==> config.mk <==
export PLATFORM = sky130hd
export DESIGN_NAME = netport_handshake
export DESIGN_NICKNAME = d
export VERILOG_FILES = /design/src/rtl/netport_pkg.sv /design/src/rtl/netport_decode.sv /design/src/rtl/netport_status.sv /design/src/rtl/netport_handshake.sv
export SDC_FILE = /design/constraint.sdc
export NUM_CORES = 1
export LEC_CHECK = 0
export BUFFER_PORTS_ARGS = -buffer_cell sky130_fd_sc_hd__buf_2
export CORE_AREA = 2 2 106 108
export CTS_CLUSTER_SIZE = 28
export DETAILED_ROUTE_END_ITERATION = 10
export DIE_AREA = 0 0 108 110
export PLACE_DENSITY_LB_ADDON = 0.08
export REMOVE_ABC_BUFFERS = 1
export SLEW_MARGIN = 20
export SYNTH_ARGS = -nofsm -noshare
export SYNTH_HDL_FRONTEND = slang
export SYNTH_SLANG_ARGS = --single-unit
==> constraint.sdc <==
create_clock -name clk -period 4.3 [get_ports clk]
set_clock_uncertainty 0.15 [all_clocks]
set_input_delay 0.43 -clock clk [delete_from_list [all_inputs] [get_ports clk]]
set_output_delay 0.43 -clock clk [all_outputs]
set_load 0.01 [all_outputs]
==> src/rtl/netport_pkg.sv <==
package netport_pkg;
    // lifecycle state encoding (status field)
    localparam logic [2:0] ST_UNDEF = 3'd1;
    localparam logic [2:0] ST_INIT  = 3'd2;
    localparam logic [2:0] ST_ENAB  = 3'd4;
    localparam logic [2:0] ST_STOP  = 3'd6;

    // command codes (control bits 2:0)
    localparam logic [2:0] OP_INIT  = 3'd1;
    localparam logic [2:0] OP_ENAB  = 3'd2;
    localparam logic [2:0] OP_CMDQ  = 3'd6;
    localparam logic [2:0] OP_FREEQ = 3'd7;

    // rejection reasons
    localparam logic [2:0] ERR_NONE   = 3'd0;
    localparam logic [2:0] ERR_INIT   = 3'd1;
    localparam logic [2:0] ERR_ENAB   = 3'd2;
    localparam logic [2:0] ERR_EARLY  = 3'd3;
    localparam logic [2:0] ERR_BADOP  = 3'd4;

    // bit positions
    localparam int CTRL_OWN  = 7;
    localparam int QSEL_LSB  = 8;
    localparam int STAT_OWN  = 31;
    localparam int STAT_RSQ  = 7;
    localparam int STATE_LSB = 16;

    // register offsets
    localparam int OFS_CTRL = 'h204;
    localparam int OFS_STAT = 'h208;
    localparam int OFS_ERR  = 'h20C;
    localparam int OFS_DATA = 'h210;
endpackage

==> src/rtl/netport_decode.sv <==
module netport_decode
    import netport_pkg::*;
(
    input  logic       valid,
    input  logic [2:0] code,
    input  logic [2:0] state,
    output logic       accept,
    output logic       reject,
    output logic [2:0] reason,
    output logic [2:0] next_state,
    output logic       post
);
    always_comb begin
        accept     = 1'b0;
        reject     = 1'b0;
        reason     = ERR_NONE;
        next_state = state;
        post       = 1'b0;
        if (valid) begin
            case (code)
                OP_INIT: begin
                    if (state == ST_UNDEF) begin
                        accept     = 1'b1;
                        next_state = ST_INIT;
                        post       = 1'b1;
                    end else begin
                        reason = ERR_INIT;
                    end
                end
                OP_ENAB: begin
                    if (state == ST_INIT) begin
                        accept     = 1'b1;
                        next_state = ST_ENAB;
                        post       = 1'b1;
                    end else begin
                        reason = ERR_ENAB;
                    end
                end
                OP_CMDQ, OP_FREEQ: begin
                    if (state == ST_ENAB) accept = 1'b1;
                    else                  reason = ERR_EARLY;
                end
                default: reason = ERR_BADOP;
            endcase
            if (!accept) begin
                reject = 1'b1;
                post   = 1'b1;
            end
        end
    end
endmodule

==> src/rtl/netport_status.sv <==
module netport_status (
    input  logic clk,
    input  logic rst_n,
    input  logic host_wr,
    input  logic keep_own,
    input  logic keep_rsq,
    input  logic post,
    input  logic rsp_evt,
    output logic own,
    output logic rsq
);
    typedef struct packed {
        logic own;
        logic rsq;
    } stat_t;

    stat_t s_d, s_q;

    always_comb begin
        s_d = s_q;
        if (host_wr) begin
            s_d.own = s_q.own & keep_own;
            s_d.rsq = s_q.rsq & keep_rsq;
        end
        // device sets take priority over a host clear in the same cycle
        if (post || rsp_evt) s_d.own = 1'b1;
        if (rsp_evt)         s_d.rsq = 1'b1;
    end

    always_ff @(posedge clk) begin
        if (!rst_n) s_q <= '0;
        else        s_q <= s_d;
    end

    assign own = s_q.own;
    assign rsq = s_q.rsq;

    // an event is always visible on the next cycle
    p_evt_post_r9: assert property (@(posedge clk) disable iff (!rst_n)
        rsp_evt |=> (own && rsq));

    // without a host write the status flags never fall
    p_flags_hold_r9: assert property (@(posedge clk) disable iff (!rst_n)
        (!host_wr && own) |=> own);
endmodule

==> src/rtl/netport_handshake.sv <==
module netport_handshake
    import netport_pkg::*;
#(
    parameter int DW        = 32,
    parameter int AW        = 12,
    parameter int PAGE_BITS = 9
) (
    input  logic          clk,
    input  logic          rst_n,
    input  logic          reg_wr,
    input  logic [AW-1:0] reg_addr,
    input  logic [DW-1:0] reg_wdata,
    output logic [DW-1:0] reg_rdata,
    input  logic          rsp_evt,
    output logic          cmd_take,
    output logic [2:0]    cmd_code,
    output logic [1:0]    cmd_queue,
    output logic [DW-1:0] cmd_pqb,
    output logic          irq
);
    localparam logic [AW-1:0] A_CTRL = AW'(OFS_CTRL);
    localparam logic [AW-1:0] A_STAT = AW'(OFS_STAT);
    localparam logic [AW-1:0] A_ERR  = AW'(OFS_ERR);
    localparam logic [AW-1:0] A_DATA = AW'(OFS_DATA);
    localparam int            HI_W   = DW - PAGE_BITS;

    typedef struct packed {
        logic [DW-1:0] ctrl;
        logic [2:0]    err;
        logic [DW-1:0] data;
        logic [2:0]    state;
        logic          take;
        logic [2:0]    code;
        logic [1:0]    queue;
        logic [DW-1:0] pqb;
    } regs_t;

    regs_t r_d, r_q;

    logic       busy;
    logic       acc, rej, post;
    logic [2:0] reason, nxt_state;
    logic       st_own, st_rsq;
    logic       wr_ctrl, wr_stat, wr_err, wr_data;

    assign busy    = r_q.ctrl[CTRL_OWN];
    assign wr_ctrl = reg_wr && (reg_addr == A_CTRL) && !busy;
    assign wr_stat = reg_wr && (reg_addr == A_STAT);
    assign wr_err  = reg_wr && (reg_addr == A_ERR);
    assign wr_data = reg_wr && (reg_addr == A_DATA);

    netport_decode u_dec (
        .valid      (busy),
        .code       (r_q.ctrl[2:0]),
        .state      (r_q.state),
        .accept     (acc),
        .reject     (rej),
        .reason     (reason),
        .next_state (nxt_state),
        .post       (post)
    );

    netport_status u_stat (
        .clk      (clk),
        .rst_n    (rst_n),
        .host_wr  (wr_stat),
        .keep_own (reg_wdata[STAT_OWN]),
        .keep_rsq (reg_wdata[STAT_RSQ]),
        .post     (post),
        .rsp_evt  (rsp_evt),
        .own      (st_own),
        .rsq      (st_rsq)
    );

    always_comb begin
        r_d      = r_q;
        r_d.take = 1'b0;
        if (wr_err)  r_d.err  = ERR_NONE;
        if (wr_data) r_d.data = reg_wdata;
        if (busy) begin
            r_d.ctrl[CTRL_OWN] = 1'b0;
            r_d.state          = nxt_state;
            if (acc) begin
                r_d.take  = 1'b1;
                r_d.code  = r_q.ctrl[2:0];
                r_d.queue = r_q.ctrl[QSEL_LSB+1:QSEL_LSB];
                if (r_q.ctrl[2:0] == OP_INIT)
                    r_d.pqb = {r_q.ctrl[DW-1:PAGE_BITS], {PAGE_BITS{1'b0}}};
            end
            if (rej) r_d.err = reason;
        end else if (wr_ctrl) begin
            r_d.ctrl = reg_wdata;
        end
    end

    always_ff @(posedge clk) begin
        if (!rst_n) begin
            r_q       <= '0;
            r_q.state <= ST_UNDEF;
        end else begin
            r_q <= r_d;
        end
    end

    logic [DW-1:0] stat_word;
    always_comb begin
        stat_word                            = '0;
        stat_word[STAT_OWN]                  = st_own;
        stat_word[STATE_LSB+2:STATE_LSB]     = r_q.state;
        stat_word[STAT_RSQ]                  = st_rsq;
        case (reg_addr)
            A_CTRL:  reg_rdata = r_q.ctrl;
            A_STAT:  reg_rdata = stat_word;
            A_ERR:   reg_rdata = {{(DW-3){1'b0}}, r_q.err};
            A_DATA:  reg_rdata = r_q.data;
            default: reg_rdata = '0;
        endcase
    end

    assign cmd_take  = r_q.take;
    assign cmd_code  = r_q.code;
    assign cmd_queue = r_q.queue;
    assign cmd_pqb   = r_q.pqb;
    assign irq       = st_own;

    // a pending command is always taken on the next edge
    p_own_clears_r2: assert property (@(posedge clk) disable iff (!rst_n)
        busy |=> !r_q.ctrl[CTRL_OWN]);

    // a control write during a pending command leaves the word untouched
    p_ignored_write_r3: assert property (@(posedge clk) disable iff (!rst_n)
        (busy && reg_wr && reg_addr == A_CTRL) |=>
            (r_q.ctrl[DW-1:CTRL_OWN+1] == $past(r_q.ctrl[DW-1:CTRL_OWN+1])));

    // a strobe only follows a pending command
    p_take_after_own_r6: assert property (@(posedge clk) disable iff (!rst_n)
        cmd_take |-> $past(busy));

    // every state change is posted to the host
    p_state_posted_r8: assert property (@(posedge clk) disable iff (!rst_n)
        (r_q.state != $past(r_q.state)) |-> irq);

    // only the reachable lifecycle encodings occur
    p_state_legal_r1: assert property (@(posedge clk) disable iff (!rst_n)
        (r_q.state == ST_UNDEF) || (r_q.state == ST_INIT) || (r_q.state == ST_ENAB));

    // a command is never both accepted and rejected
    always_comb begin
        p_acc_rej_r7: assert (!(acc && rej));
    end
endmodule

==> flow_metrics.py, run 1 <==
metrics = {
    "setup_path": {
        "cp_top_family": "simple AND/OR/NAND/NOR gates",
        "reg2reg_depth": 4,
        "critPathKind": "in -> out",
        "slowest_stage": "or4_4",
        "r2r_start": "r_q[38]$_SDFFE_PN1P_",
        "crit_start": "reg_addr[1]",
        "reg2reg_to": "cmd_pqb[24]$_SDFFE_PN0P_",
        "slowest_delay_ns": 0.56,
        "r2r_slack_ns": 1.67,
        "cp_cell_sequence": "buf_2 -> or4_4 -> or4_4 -> nor2_4 -> buf_4 -> a22o_1 -> buf_2",
        "worst-path-buf-inv": 3,
        "end_kind": "primary output",
        "arrival_ns": 2.70,
        "worstPathMaxFanout": 19,
        "worstPathRequired_ns": 3.72,
        "start_kind": "primary input",
    },
    "hold_path": {
        "worstHoldPathType": "in -> reg",
        "hold_depth": 3,
        "hold-path-endpoint": "r_q[41]$_SDFFE_PN0P_",
        "min-delay-start": "reg_wdata[0]",
    },
    "logic_synthesis": {
        "yosys.cell_types.count": 46,
        "post-synth-top-count-cell": "nand2_1",
        "synth_area_sq_um": 4690,
        "synth_top_flop_cell": "dfxtp_1",
        "yosysSeqAreaShare_pct": 43.1,
        "yosysWarnings": 0,
        "synth_edf_count": 0,
        "synth_area_leader_cell": "dfxtp_1",
        "syn_inst": 548,
        "synth-async-reset-ratio_pct": 0,
        "syn_avg_cell_area_sq_um": 8.56,
        "yosysTopAreaCellShare_pct": 43.1,
        "ys_seq_elements": 101,
        "synth_area_leaders": "dfxtp_1 43%, nand2_1 14%, a21boi_0 8.0%, mux2i_1 7.3%, buf_4 5.9%",
        "synth_common_cells": "179 x nand2_1, 101 x dfxtp_1, 50 x a21boi_0",
    },
    "outcome": {
        "outcome": "finished clean",
    },
    "sta": {
        "finalSetupViolCount": 0,
        "maxSlewViolCount": 0,
        "fmax_mhz": 305,
        "finalHoldViolCount": 0,
        "maxSlewHeadroom_pct": 27.9,
        "post-route-min-period_ns": 3.28,
        "whs_ns": 0.165,
        "setup_tns_ns": 0,
        "grt_setup_unrepaired": "no",
        "min_period_over_period_pct": 76.4,
        "timing.final.ws_setup_ns": 1.02,
        "worst_slew_pin_slew_ns": 1.08,
    },
    "power": {
        "p_switching_uw": 371,
        "clockPowerShare_pct": 40.1,
        "vdd_drop_max_mv": 0.192,
        "sw_frac_of_total_pct": 22.0,
        "p_int_mw": 1.31,
        "sequentialPowerShare_pct": 55.6,
        "cellLeakagePower_nw": 2.13,
        "p_per_area_nw_per_um2": 317,
        "p_comb_share_pct": 4.3,
    },
    "drt": {
        "firstDrtPassIters": 4,
        "wl_per_cell_um": 14.8,
        "routed_wl_um": 11200,
        "vias_per_cell": 5.10,
        "via_count": 3859,
        "drc": 0,
        "ant_nets": 0,
        "drtIter0Drc": 162,
    },
    "clocking": {
        "cts_tree": "yes",
        "hold_buffers": 0,
        "max-clock-path-buffers": 2,
        "htree_levels": 3,
        "clk_pin_slew_worst_paths_ns": 0.10,
        "cts-root-buf": "clkbuf_8",
        "clock-sinks": 101,
        "clkLatencyLatePin_ns": 0.35,
        "post_cts_buffers": 0,
        "cts_buffers": 9,
        "cts_resized": 0,
    },
    "floorplan": {
        "rows": 38,
        "core_region_area_sq_um": 10700,
        "die_x_um": 108,
        "pin_count": 119,
        "dieArea_sq_um": 11900,
        "die_h_um": 110,
        "start_util_pct": 43.8,
    },
    "global_route": {
        "grt_pass1_wl_um": 17800,
        "grt_usage_pct": 19.0,
        "grt_max_degree": 86,
        "grt_pass1_vias": 3574,
        "gr-total-overflow": 0,
        "antenna_found_initial": 0,
    },
    "placement": {
        "hpwl_um": 7170,
        "routabilityCongestion": 0.822,
        "portBuffers": 109,
        "dp_slack_ns": 0.995,
        "dp_cells": 740,
    },
    "final_layout": {
        "fillers": 1060,
        "drive_gt1_share_pct": 23.2,
        "syn2layout_area_growth_pct": 13.2,
        "diodes": 0,
        "final_util_pct": 49.6,
        "layout.nets": 659,
        "instances_no_fill": 756,
    },
    "flow_run": {
        "drv_cap": 0,
    },
}
-- through the flow --
| step | area, sq um | total power [mW] |
|---|---|---|
| final | 5310 | 1.68 |
| after global routing | 5310 | 1.75 |
| after CTS | 5300 | 1.70 |
| after detailed placement | 5080 | 1.03 |
| after global placement | 5080 | 1.03 |
| after floorplan | 4280 | 0.982 |
-- how the worst max path moves through the flow --
stage                                      end  slack (ns)  cells past startpoint
after floorplan           r_q[41]$_SDFFE_PN0P_        0.46                      4
after global placement            reg_rdata[7]        1.01                      7
after detailed placement         reg_rdata[31]        0.99                      7
after CTS                        reg_rdata[31]         1.0                      7
after global routing             reg_rdata[17]        0.91                      7
final                            reg_rdata[14]        1.02                      7
-- cell families (layout without fill, tap and decap cells) --
family / Yosys count / in the layout / share of synthesized area, %
AO/OA/AOI/OAI: 109 / 109 / 18.4
XOR/XNOR: 1 / 1 / 0.187
buffers and inverters: 81 / 141 / 10.1
flip-flops: 101 / 101 / 43.1
multiplexers: 34 / 34 / 7.26
other: 1 / 9 / 0.0799
AND/OR/NAND/NOR: 221 / 221 / 20.9
-- power groups by stage --
stage          Combinational [mW]  Sequential, mW  Clock (mW)
4_1_cts                    0.0728           0.937       0.695
5_1_grt                    0.0803           0.937       0.734
6_report                   0.0721           0.937       0.675
3_5_place_dp               0.0726           0.959           0
2_1_floorplan              0.0230           0.959           0
3_3_place_gp               0.0710           0.959           0
-- final cells by class --
| class | instances | area (sq um) | share of cell area [%] |
|---|---|---|---|
| Multi-Input combinational cell | 374 | 2250 | 42.4 |
| Inverter | 8 | 30.0 | 0.566 |
| Tap cell | 140 | 175 | 3.30 |
| Clock inverter | 5 | 82.6 | 1.56 |
| Sequential cell | 101 | 2020 | 38.1 |
| Clock buffer | 11 | 141 | 2.66 |
| Timing Repair Buffer | 117 | 608 | 11.5 |
-- per-layer routing --
| metal | vias to the layer above | routed length, um | global-route usage, % |
|---|---|---|---|
| met5 | - | 0 | 0 |
| met4 | 0 | 149 | 5.49 |
| met3 | 15 | 629 | 3.64 |
| met2 | 99 | 5080 | 31.0 |
| met1 | 1808 | 5350 | 25.8 |
| li1 | 1937 | - | - |
-- sequential cells by signal (all words and copies together) (netlist names) --
name,cells
cmd_code,3
cmd_take,1
busy,1
r_q,69
u_stat.rsq,1
cmd_pqb,23
u_stat.own,1
cmd_queue,2
-- worst register-to-register path, delay by kind of cell, from the launching register on --
| kind | cells | cell delay [ns] |
|---|---|---|
| and+or+nand+nor | 3 | 1.78 |
| AOI/OAI and AO/OA | 1 | 0.18 |
| DFF | 1 | 0.47 |
-- layout by cell type (no fill, tap or decap), types with 4 or more instances in the layout --
cell type  count
nor3_1         4
buf_2        108
and2_1         6
nand2_1      179
a221o_1        8
mux2i_1       34
dfxtp_1      101
clkbuf_8      10
a22o_1        24
inv_1          8
o21ai_0        5
a21boi_0      50
a31oi_1        4
buf_4          9
conb_1         9
a21boi_1       7
Power figures use the tool's default switching activity.
==> run 2: changes to the inputs <==
==> constraint.sdc (replaced) <==
create_clock -name clk -period 2.9 [get_ports clk]
set_clock_uncertainty 0.15 [all_clocks]
set_input_delay 0.29 -clock clk [delete_from_list [all_inputs] [get_ports clk]]
set_output_delay 0.29 -clock clk [all_outputs]
set_load 0.01 [all_outputs]
==> run 2 against run 1 <==
  * Count of clock-buffer cells in the layout up 2
  * Largest power group unchanged
  * Worst setup slack worse by 0.90 ns
  * Routed wire length rose by 1.8%
  * Critical path depth stayed put
  * Via count stayed put
  * Global-route usage rose by 0.59 points
  * Die area unchanged
  * Critical path type unchanged
  * Cell count rose by 0.93%
  * Highest routed layer unchanged
  * Register-to-register slack worse by 0.83 ns
  * Combinational power grew 55%
  * Clock power grew 36%
  * First-iteration DRC count increased by 5.6%
  * Critical endpoint is now reg_rdata[16]
==> flow_metrics.py, run 2 (synthesis gave the netlist of run 1 again) <==
metrics = {
    "setup_path": {
        "cp_cell_sequence": "buf_2 -> or4_4 -> or4_4 -> nor3b_4 -> buf_4 -> a221o_1 -> buf_2",
        "worstPathMaxFanout": 18,
        "start_kind": "primary input",
        "slowest_stage": "or4_4",
        "arrival_ns": 2.34,
        "critPathKind": "in -> out",
        "cp_top_family": "simple AND/OR/NAND/NOR gates",
        "worst-path-buf-inv": 3,
        "slowest_delay_ns": 0.56,
        "worstPathRequired_ns": 2.46,
        "end_kind": "primary output",
    },
    "outcome": {
        "outcome": "finished clean",
    },
    "global_route": {
        "grt_usage_pct": 19.6,
        "gr-total-overflow": 0,
        "grt_pass1_vias": 3612,
        "grt_pass1_wl_um": 18100,
        "antenna_found_initial": 0,
        "grt_max_degree": 57,
    },
    "clocking": {
        "post_cts_buffers": 0,
        "max-clock-path-buffers": 2,
        "clk_pin_slew_worst_paths_ns": 0.10,
        "htree_levels": 3,
        "cts_tree": "yes",
        "cts_buffers": 9,
        "clock-sinks": 101,
        "clkLatencyLatePin_ns": 0.37,
        "cts-root-buf": "clkbuf_8",
    },
    "drt": {
        "ant_nets": 0,
        "vias_per_cell": 5.06,
        "drtIter0Drc": 171,
        "wl_per_cell_um": 15.0,
        "via_count": 3859,
        "routed_wl_um": 11400,
        "firstDrtPassIters": 4,
        "drc": 0,
    },
    "final_layout": {
        "layout.nets": 666,
        "instances_no_fill": 763,
        "drive_gt1_share_pct": 23.4,
        "layout_commonest_cell": "nand2_1",
        "largest_register_ffs": 69,
        "syn2layout_area_growth_pct": 14.4,
        "diodes": 0,
        "final_util_pct": 50.2,
        "final_cell_mix": "179 x nand2_1, 108 x buf_2, 101 x dfxtp_1",
        "top_register": "r_q",
    },
    "power": {
        "power_mw": 2.42,
        "p_per_area_nw_per_um2": 451,
        "cellLeakagePower_nw": 2.15,
        "vdd_drop_max_mv": 0.234,
    },
    "sta": {
        "timing.final.ws_setup_ns": 0.118,
        "maxSlewHeadroom_pct": 62.9,
        "min_period_over_period_pct": 95.9,
        "grt_setup_unrepaired": "no",
        "finalSetupViolCount": 0,
        "post-route-min-period_ns": 2.78,
        "fmax_mhz": 359,
        "worst_slew_pin_slew_ns": 0.549,
        "finalHoldViolCount": 0,
        "maxSlewViolCount": 0,
        "whs_ns": 0.0114,
    },
    "placement": {
        "portBuffers": 109,
        "routabilityCongestion": 0.788,
        "dp_slack_ns": 0.122,
        "hpwl_um": 7460,
        "dp_cells": 746,
    },
    "hold_path": {
        "worstHoldPathType": "in -> reg",
    },
    "floorplan": {
        "die_h_um": 110,
        "die_x_um": 108,
        "rows": 38,
        "pin_count": 119,
        "start_util_pct": 43.8,
        "dieArea_sq_um": 11900,
        "core_region_area_sq_um": 10700,
    },
    "flow_run": {
        "drv_cap": 0,
    },
}
run 2: changes by cell type in the layout (fill, tap and decap cells not counted), sizes merged:
| cell | change |
|---|---|
| buf | +6 |
| bufinv | -1 |
| clkbuf | +2 |
| clkinv | -2 |
| clkinvlp | +2 |
| dlygate4sd3 | +1 |
| inv | -1 |
run 2: repair_timing:
action | CTS | global route
endpoints found under the hold margin | 1 | 0
gates resized for setup | 0 | 0
hold buffers | 1 | 0
run 2: routing by layer:
| layer | vias to the layer above | track usage (%) | part of all wire [%] | routed length (um) |
|---|---|---|---|---|
| met3 | 12 | 3.76 | 5.5 | 629 |
| li1 | 1948 | - | - | - |
| met1 | 1793 | 25.2 | 46 | 5260 |
| met2 | 106 | 32.6 | 47 | 5360 |
| met4 | 0 | 7.69 | 1.4 | 163 |
| met5 | - | 0 | 0 | 0 |
run 2: area by class of cell:
| class | instances | area [sq um] |
|---|---|---|
| multi-input combinational | 374 | 2240 |
| tap | 140 | 175 |
| inverter | 8 | 30.0 |
| clock inverter | 3 | 45.0 |
| timing repair buffer | 124 | 701 |
| clock buffer | 13 | 149 |
| sequential | 101 | 2020 |
| fill | 1083 | 5330 |
run 2: metrics by stage:
step                cell area [sq um]  setup TNS, ns
floorplan                        4280         -37.79
CTS                              5370              0
global placement                 5160              0
global route                     5370              0
detailed placement               5160              0
finish                           5370              0
run 2: tightest hold or removal path: cells and delay by family:
kind,cells,cell delay [ns]
multiplexers,1,0.06
buffers and inverters,1,0.10
AND/OR/NAND/NOR,1,0.05
run 2: report_power, final:
| group | leakage [nW] | switching (mW) | internal (mW) |
|---|---|---|---|
| combinational | 1.24 | 0.0630 | 0.0486 |
| sequential | 0.814 | 0.00118 | 1.39 |
| clock | 0.0899 | 0.493 | 0.425 |
| total | 2.15 | 0.557 | 1.86 |
run 2: worst paths after layout:
check                                          start                       end  slack (ns)  depth (start not counted)
worst max-delay path                     reg_addr[1]             reg_rdata[16]        0.12                          7
worst min-delay path                    reg_wdata[8]      r_q[84]$_SDFFE_PN0P_        0.01                          3
worst max register to register  r_q[38]$_SDFFE_PN1P_  cmd_pqb[11]$_SDFFE_PN0P_        0.84                          5
worst min register to register  r_q[41]$_SDFFE_PN0P_      r_q[41]$_SDFFE_PN0P_        0.30                          2
==> run 3: changes to the inputs <==
--- a/config.mk
+++ b/config.mk
@@ -10,6 +10,7 @@
 export CTS_CLUSTER_SIZE = 28
 export DETAILED_ROUTE_END_ITERATION = 10
 export DIE_AREA = 0 0 108 110
+export MAX_ROUTING_LAYER = met4
 export PLACE_DENSITY_LB_ADDON = 0.08
 export REMOVE_ABC_BUFFERS = 1
 export SLEW_MARGIN = 20
==> run 3 against run 2 <==
  * Sequential share of layout area stayed put
  * Cell count stayed put
  * Critical endpoint unchanged
  * Worst hold slack worse by 0.0022 ns
  * Register-to-register slack hardly changed
  * Via count hardly changed
  * Cell area stayed put
==> flow_metrics.py, run 3 (synthesis gave the netlist of run 1 again) <==
metrics = {
    "drt": {
        "ant_nets": 0,
        "drtIter0Drc": 170,
        "firstDrtPassIters": 4,
        "vias_per_cell": 5.06,
        "drc": 0,
        "routed_wl_um": 11400,
        "via_count": 3857,
        "wl_per_cell_um": 14.9,
    },
    "floorplan": {
        "core_region_area_sq_um": 10700,
        "start_util_pct": 43.8,
        "dieArea_sq_um": 11900,
        "die_x_um": 108,
        "die_h_um": 110,
        "pin_count": 119,
        "rows": 38,
    },
    "setup_path": {
        "reg2reg_to": "cmd_pqb[11]$_SDFFE_PN0P_",
        "crit_start": "reg_addr[1]",
        "r2r_slack_ns": 0.84,
        "worstPathMaxFanout": 18,
        "worstPathRequired_ns": 2.46,
        "critPathKind": "in -> out",
        "cp_cell_sequence": "buf_2 -> or4_4 -> or4_4 -> nor3b_4 -> buf_4 -> a221o_1 -> buf_2",
        "slowest_delay_ns": 0.56,
        "start_kind": "primary input",
        "slowest_stage": "or4_4",
        "r2r_start": "r_q[38]$_SDFFE_PN1P_",
        "crit_end": "reg_rdata[16]",
        "arrival_ns": 2.34,
        "reg2reg_depth": 5,
        "end_kind": "primary output",
    },
    "final_layout": {
        "largest_register_ffs": 69,
        "drive_gt1_share_pct": 23.4,
        "final_cell_mix": "179 x nand2_1, 108 x buf_2, 101 x dfxtp_1",
        "diodes": 0,
        "layout_commonest_cell": "nand2_1",
        "instances_no_fill": 763,
        "syn2layout_area_growth_pct": 14.4,
        "layout.nets": 666,
        "top_register": "r_q",
    },
    "sta": {
        "worst_slew_pin_slew_ns": 0.550,
        "finalSetupViolCount": 0,
        "whs_ns": 0.00923,
        "timing.final.ws_setup_ns": 0.121,
        "finalHoldViolCount": 0,
        "grt_setup_unrepaired": "no",
        "fmax_mhz": 360,
        "maxSlewHeadroom_pct": 62.8,
        "setup_tns_ns": 0,
        "min_period_over_period_pct": 95.8,
        "maxSlewViolCount": 0,
        "post-route-min-period_ns": 2.78,
    },
    "placement": {
        "portBuffers": 109,
        "routabilityCongestion": 0.799,
        "dp_slack_ns": 0.122,
        "hpwl_um": 7460,
        "dp_cells": 746,
    },
    "clocking": {
        "post_cts_buffers": 0,
        "clock-sinks": 101,
        "htree_levels": 3,
        "cts_tree": "yes",
        "clkLatencyLatePin_ns": 0.37,
        "cts-root-buf": "clkbuf_8",
        "max-clock-path-buffers": 2,
        "clk_pin_slew_worst_paths_ns": 0.10,
        "cts_buffers": 9,
    },
    "hold_path": {
        "worstHoldPathType": "in -> reg",
    },
    "power": {
        "p_per_area_nw_per_um2": 450,
        "vdd_drop_max_mv": 0.233,
        "cellLeakagePower_nw": 2.15,
        "power_mw": 2.42,
    },
    "global_route": {
        "grt_pass1_wl_um": 18100,
        "grt_pass1_vias": 3614,
        "grt_max_degree": 57,
        "grt_usage_pct": 20.1,
        "antenna_found_initial": 0,
        "gr-total-overflow": 0,
    },
    "flow_run": {
        "drv_cap": 0,
    },
    "outcome": {
        "outcome": "finished clean",
    },
}
-- run 3: cell counts in the layout (fill, tap and decap cells not counted) --
Identical to the previous run, type by type.
-- run 3: cell type report --
| type | count | area [sq um] |
|---|---|---|
| Fill cell | 1083 | 5330 |
| Multi-Input combinational cell | 374 | 2240 |
| Sequential cell | 101 | 2020 |
| Timing Repair Buffer | 124 | 701 |
| Tap cell | 140 | 175 |
| Clock buffer | 13 | 149 |
| Clock inverter | 3 | 45.0 |
| Inverter | 8 | 30.0 |
-- run 3: power by group --
group	switching [mW]	internal, mW
registers	0.00118	1.39
clock network	0.492	0.425
logic	0.0628	0.0486
-- run 3: what timing repair did --
| action | 4_1_cts | 5_1_grt |
|---|---|---|
| gates resized for setup | 0 | 0 |
| endpoints found under the hold margin | 1 | 0 |
| setup endpoints to repair | 0 | 0 |
| hold buffers | 1 | 0 |
-- run 3: through the flow --
| step | area (sq um) | utilization [%] |
|---|---|---|
| 2_1_floorplan | 4280 | - |
| 3_3_place_gp | 5160 | 48.3 |
| 3_5_place_dp | 5160 | 48.3 |
| 4_1_cts | 5370 | 50.2 |
| 5_1_grt | 5370 | 50.2 |
| 6_report | 5370 | 50.2 |
-- run 3: worst min-delay path by stage --
stage / startpoint / endpoint / depth (start not counted)
floorplan: rst_n / r_q[38]$_SDFFE_PN1P_ / 1
detailed placement: r_q[41]$_SDFFE_PN0P_ / r_q[41]$_SDFFE_PN0P_ / 2
CTS: reg_wdata[8] / r_q[84]$_SDFFE_PN0P_ / 3
finish: reg_wdata[8] / r_q[84]$_SDFFE_PN0P_ / 3
global placement: r_q[41]$_SDFFE_PN0P_ / r_q[41]$_SDFFE_PN0P_ / 2
global route: reg_wdata[21] / r_q[97]$_SDFFE_PN0P_ / 3
-- run 3: layer usage --
metal,global-route usage (%),up-vias,wire length (um)
met5,-,-,0
met4,7.69,0,163
met3,3.41,12,618
met2,32.6,108,5350
met1,25.4,1788,5270
li1,-,1949,-
-- run 3: critical path: cells and delay by family --
kind / cells / cell delay, ns
AO/OA/AOI/OAI: 1 / 0.20
buffers and inverters: 3 / 0.50
AND/OR/NAND/NOR: 3 / 1.34
